### src/rtl/bitmask_imm_enc.sv
module bitmask_imm_enc (
  input  logic        clk,
  input  logic        rst_n,
  input  logic        start,
  input  logic [63:0] value,
  input  logic        is64,
  output logic        done,
  output logic        encodable,
  output logic        n_out,
  output logic [5:0]  immr,
  output logic [5:0]  imms
);

  logic        busy;
  logic [2:0]  k;
  logic [63:0] v;
  logic        bad;
  logic        m64;

  logic [6:0]  esize;
  logic        periodic;
  logic [63:0] starts;
  logic [6:0]  nstarts;
  logic [6:0]  ones;
  logic [6:0]  run;
  logic [5:0]  p;
  logic [6:0]  rot7;
  logic [6:0]  sfield7;
  logic        ok;

  assign esize    = 7'd1 << k;
  assign periodic = (v == ((v >> esize) | (v << (7'd64 - esize))));
  assign starts   = v & ~{v[62:0], v[63]};
  assign nstarts  = 7'($countones(starts));
  assign ones     = 7'($countones(v));
  assign run      = ones >> (3'd6 - k);
  assign rot7     = (esize - {1'b0, p}) & (esize - 7'd1);
  assign sfield7  = (7'h3f & ~((esize << 1) - 7'd1)) | (run - 7'd1);
  assign ok       = !bad && (v != 64'd0) && (v != {64{1'b1}}) &&
                    (nstarts == (7'd64 >> k));

  always_comb begin
    p = 6'd0;
    for (int i = 63; i >= 0; i--)
      if (starts[i]) p = 6'(i);
  end

  always_ff @(posedge clk or negedge rst_n) begin
    if (!rst_n) begin
      busy <= 1'b0; k <= 3'd1; v <= 64'd0; bad <= 1'b0; m64 <= 1'b0;
      done <= 1'b0; encodable <= 1'b0; n_out <= 1'b0; immr <= 6'd0; imms <= 6'd0;
    end else begin
      done <= 1'b0;
      if (!busy) begin
        if (start) begin
          busy <= 1'b1;
          k    <= 3'd1;
          m64  <= is64;
          bad  <= !is64 && (value[63:32] != 32'd0);
          v    <= is64 ? value : {value[31:0], value[31:0]};
        end
      end else if (periodic || k == 3'd6) begin
        busy      <= 1'b0;
        done      <= 1'b1;
        encodable <= ok;
        n_out     <= ok && (k == 3'd6);
        immr      <= ok ? rot7[5:0] : 6'd0;
        imms      <= ok ? sfield7[5:0] : 6'd0;
      end else begin
        k <= k + 3'd1;
      end
    end
  end

  AST_DONE_PULSE: assert property (@(posedge clk) disable iff (!rst_n)
    done |=> !done);

  AST_REJECT_ZERO: assert property (@(posedge clk) disable iff (!rst_n)
    (done && !encodable) |-> (!n_out && immr == 6'd0 && imms == 6'd0));

  AST_HOLD_FIELDS: assert property (@(posedge clk) disable iff (!rst_n)
    !done |-> $stable({encodable, n_out, immr, imms}));

  AST_NARROW_NO_N: assert property (@(posedge clk) disable iff (!rst_n)
    (done && !m64) |-> !n_out);

  AST_IMMS_FORM: assert property (@(posedge clk) disable iff (!rst_n)
    (done && encodable && !n_out) |-> (imms[5:1] != 5'h1f));

endmodule

### config.mk
export PLATFORM = sky130hd
export DESIGN_NAME = bitmask_imm_enc
export DESIGN_NICKNAME = d
export VERILOG_FILES = /design/src/rtl/bitmask_imm_enc.sv
export SDC_FILE = /design/constraint.sdc
export NUM_CORES = 1
export LEC_CHECK = 0
export ABC_AREA = 1
export CORE_ASPECT_RATIO = 0.8
export CORE_MARGIN = 8
export CORE_UTILIZATION = 25
export CTS_CLUSTER_SIZE = 10
export DETAILED_ROUTE_END_ITERATION = 7
export DONT_BUFFER_PORTS = 1
export HOLD_SLACK_MARGIN = 0.15
export PLACE_DENSITY = 0.43
export SETUP_SLACK_MARGIN = 0.02
export SLEW_MARGIN = 0
export SYNTH_ARGS = -nofsm -noshare
export SYNTH_HDL_FRONTEND = slang
export SYNTH_SLANG_ARGS = --single-unit
### constraint.sdc
create_clock -name clk -period 9.41 [get_ports clk]
set_input_delay 1.882 -clock clk [delete_from_list [all_inputs] [get_ports clk]]
set_output_delay 1.882 -clock clk [all_outputs]
set_load 0.03 [all_outputs]
* Word-level counts from Yosys, hierarchy flattened
Index checks and enable logic that the tools add are counted.
Storage, ports and cells: register bits after elaboration 84, latch bits 0, bits in writable memories 0, ROM bits 0, input port bits 68, output and inout bits 15, memories 0
Cells by class: add/sub/neg operators 133, multiply operators 0, div/mod/pow operators 0, order comparisons 0, equal/unequal tests 5, shift operators 5, multiplexer cells 75, bitwise logic cells 7, reductions and logical operators 14
Operators by type and width (count):
- $mux 6 | 66
- $add 1x1->2 | 64
- $add 2x2->3 | 32
- $add 3x3->4 | 16
- $and 64x64->64 | 1
- $eq 64x64->1 | 1
- $mux 64 | 1
- $ne 64x64->1 const B | 1
- $not 64->64 | 1
- $or 64x64->64 | 1
- $reduce_bool 64->1 | 1
- $shl 64x7->64 | 1
- $shr 64x7->64 | 1
- $add 4x4->5 | 8
- $reduce_bool 32->1 | 1
- $add 5x5->6 | 4
- $sub 6x1->6 const B | 3
- $add 6x6->7 | 2
- $mux 3 | 3
- $eq 7x7->1 | 1
- $shl 1x3->7 const A | 1
- $shr 7x3->6 | 1
- $shr 7x3->7 const A | 1
- $sub 7x7->7 const A | 1
- 15 further kinds | 26

* Longest topological paths before layout
word-level depth 69, depth in mapped cells 43, gate-level depth less buffers 43

* Worst setup path after synthesis
No wires, ideal clock.
kind flip-flop to flip-flop, start point reg v[55], end point reg immr[0], data arrival time 6866 ps, required time 9336 ps, path slack 2470 ps, cell stages (with the launch flop) 28, buffers on the path 1, clock period less this slack 6940 ps, path through dfrtp_1 -> inv_1 -> nor2_1 -> fa_1 -> fa_1 -> inv_1 -> fa_1 -> inv_1 -> fa_1 -> inv_1 -> fa_1 -> inv_1 -> fa_1 -> inv_1 -> fa_1 -> fa_1 -> inv_1 -> ha_1 -> inv_1 -> fa_1 -> o21ai_0 -> xor2_1 -> xor2_1 -> a2111oi_0 -> and3_1 -> nand3_2 -> buf_6 -> o21ai_2
On the way: longest elaborated chain between the ends 62, elaborated cells between the ends (all ways) 83, those cells by class 10 x add/sub; 3 x eq/ne; 2 x shift; 58 x mux; 4 x bitwise; 6 x reduce/logical
RTL lines:
- from (decl) | line 16 | logic [63:0] v;
- from (signal assigned) | line 60 | v <= is64 ? value : {value[31:0], value[31:0]};
- $not 64->64 | line 33 | assign starts = v & ~{v[62:0], v[63]};
- $and 64x64->64 | line 33
- $mux 6 (57 in a row) | line 45 | if (starts[i]) p = 6'(i);
- $sub 6x6->6 | line 37 | assign rot7 = (esize - {1'b0, p}) & (esize - 7'd1);
- $and 6x6->6 | line 37
- $mux 6 | line 67 | immr <= ok ? rot7[5:0] : 6'd0;
- to (signal assigned) | line 67
- to (decl) | line 10 | output logic [5:0] immr,
Several ways; a longest one is shown, not always the timed one. A chain may end at the register's enable or synchronous reset.

* Worst setup path after layout
start point reg v[55], end point reg immr[5]
The elaborated chain is that of the path after synthesis.

==> metrics.cfg <==
[logic_synthesis]
syn_inst = 3174
synth_ff_type = dfrtp_1
ys_seq_area_frac = 0.1175
avgSynthCellArea_um2 = 5.641
synth-edff-count = 0
synthArstFlopShare = 1.000
syn_nets = 3395
ys_ff_latch = 84
yosys_warnings = 0
syn_area_um2 = 17910
yosysUniqueCellTypes = 54

[worst_setup_path]
r2r_start = v[55]
critPathTopFamily = adder cells
crit_arrival_ns = 8.34
crit_path_frequent_cell = fa_1
crit_path_end = immr[5]
crit_cells = 29
r2r_slack_ns = 1.38
setup.worst_path.start_class = flip-flop
critPathBufInv = 8
cp_slowest_cell = fa_1
r2r_cells = 29
crit_type = flip-flop to flip-flop
crit_start = v[55]
crit_fanout = 14
crit_required_ns = 9.73
end_kind = flip-flop
slowest_delay_ns = 0.56
r2r-end = immr[5]

[timing]
timing.fmax_ghz = 0.1246
worst_pin_slew_ns = 1.306
period_share = 0.8532
hold_slack_ns = 0.5961
finalClockSkew_ns = 0.01867
period_minus_slack_ns = 8.028
hold_viol_final = 0
rsz0062_at_grt = false
final.setup.tns_ns = 0
finalSetupViolCount = 0
drv_slew = 0
max-slew-margin-rel = 0.1203

[floorplan]
io_pins = 83
die_y_um = 255.4
rows = 87
initial_core_util = 0.2535
die-area_um2 = 80500
die_w_um = 315.2
core-area_um2 = 70650

[status]
status = finished clean

[detailed_routing]
drtPass1Iterations = 6
vias_per_cell = 5.355
ant_nets = 0
vias = 21398
wl_per_cell_um = 26.80
routed_wl_mm = 107.1
first_iter_violations = 2807
drcViolationCount = 0

[global_route]
grtUsageMet2 = 0.3421
grt_max_degree = 85
grt_use_met3 = 0.09416
grt-ovfl-total = 0
antenna_found_initial = 9
grt_pass1_wl_mm = 150.7
grt_pass1_vias = 20071
use_met1 = 0.3791
grt_util_all_layers = 0.2590
busiest_layer = met1

[clocking]
postCtsSetupRepairBufs = 0
cts.clk_slew.worst_paths_ns = 0.09
clkLatencyLatePin_ns = 0.39
cts_root_buf = clkbuf_16
cts_tree = yes
ctsLongestPathBuffers = 2
cts_hold_buf = 0
cts.sinks = 84
numCtsBuffers = 9
cts_resized = 0
htree_levels = 3

[final_layout]
finalCoreUtilization = 0.2691
antenna_cells = 0
nets = 3278
syn2layout_area_growth_pct = 6.177
final-instance-count-excl-fill = 3996
drive_gt1_frac = 0.04148

[placed_design]
dp_cells = 3980
routabilityCongestion = 1.093
dp_hpwl_mm = 89.49
port_buffers = 0

[worst_hold_path]
hold_class = flip-flop to flip-flop
min-delay-start = v[27]

[run]
maxCapViolCount = 0

worst min-delay path, delay by kind of cell (launching register included):
kind / cells / cell delay [ns]
DFF: 1 / 0.42
AOI/OAI and AO/OA: 1 / 0.07
and+or+nand+nor: 1 / 0.08
worst min-delay path by stage:
stage / depth (start not counted) / endpoint / slack, ns
after floorplan: 2 / bad / 0.45
after global placement: 2 / v[27] / 0.57
after detailed placement: 2 / v[23] / 0.56
after CTS: 2 / v[23] / 0.58
after global routing: 2 / v[23] / 0.62
final: 2 / v[27] / 0.60
layout make-up:
class	count	area, um^2
well taps	934	1169
repair buffers	50	375.4
fillers	8249	51630
clock inverters	7	58.81
flip-flops and latches	84	2103
multi-input cells	2521	13610
clock buffers	9	225.2
inverters	391	1468
per-layer routing:
metal  vias up  part of all wire
met5         -           0.00035
met4         6             0.037
met3       129              0.13
met2      1122              0.37
met1     10117              0.46
li1      10024                 -
Yosys cell counts, types with 2 or more instances:
master / number / area, um^2
a211oi_1: 2 / 15.01
a21oi_1: 91 / 455.4
a31oi_1: 3 / 18.77
and2_1: 2 / 12.51
buf_1: 30 / 112.6
buf_2: 39 / 195.2
buf_4: 14 / 105.1
buf_6: 2 / 22.52
clkbuf_1: 93 / 349.1
clkinv_1: 3 / 11.26
dfrtp_1: 83 / 2077
fa_1: 107 / 2142
ha_1: 46 / 575.6
inv_1: 360 / 1351
inv_2: 28 / 105.1
mux2i_1: 17 / 170.2
nand2_1: 1103 / 4140
nand2_2: 3 / 18.77
nand3_1: 298 / 1491
nand4_1: 35 / 219.0
nor2_1: 169 / 634.4
nor2_2: 3 / 18.77
nor3_1: 23 / 115.1
nor4_1: 30 / 187.7
o211ai_1: 57 / 427.9
o21ai_0: 234 / 1171
o21ai_1: 228 / 1141
o21ai_2: 9 / 78.83
o21bai_1: 4 / 30.03
o22ai_1: 3 / 18.77
o311ai_0: 2 / 17.52
o31ai_1: 2 / 15.01
or2_0: 2 / 12.51
or2_1: 12 / 75.07
xnor2_1: 4 / 35.03
xor2_1: 14 / 122.6
xor2_2: 2 / 32.53
layout by cell type (no fill, tap or decap), drive strengths merged, types with 6 or more instances in the layout:
master,instances
inv,391
nor2,172
mux2i,17
nand2,1107
xor2,17
o21ai,471
nor4,30
clkbuf,9
fa,107
clkinv,6
nor3,23
dfrtp,83
ha,46
o211ai,57
nand3,299
nand4,36
or2,15
buf,50
a21oi,91
state kept, by name, indices dropped and copies added (netlist names):
| register | flops |
|---|---|
| n_out | 1 |
| immr | 6 |
| done | 1 |
| bad | 1 |
| encodable | 1 |
| v | 64 |
| k | 3 |
| busy | 1 |
| imms | 6 |
cell families (layout without fill, tap and decap cells):
logic type / after synthesis / count (layout) / share of synthesized area
AO/OA/AOI/OAI: 643 / 643 / 0.1931
XOR/XNOR: 21 / 21 / 0.01216
adder cells (fa/ha/maj): 153 / 153 / 0.1518
buffers and inverters: 569 / 457 / 0.1258
flip-flops: 84 / 84 / 0.1175
multiplexers: 17 / 17 / 0.009503
AND/OR/NAND/NOR: 1687 / 1687 / 0.3903
metrics by stage:
| step | cell area [um^2] | setup WS [ns] |
|---|---|---|
| 3_3_place_gp | 18730 | 1.543 |
| 5_1_grt | 19010 | 0.8340 |
| 6_report | 19010 | 1.382 |
| 4_1_cts | 19010 | 1.465 |
| 2_1_floorplan | 17910 | 2.470 |
| 3_5_place_dp | 18730 | 1.540 |
Power is left out: the tool's default activity adds up to more than one toggle a clock period on the data nets, which glitch-free logic cannot reach.
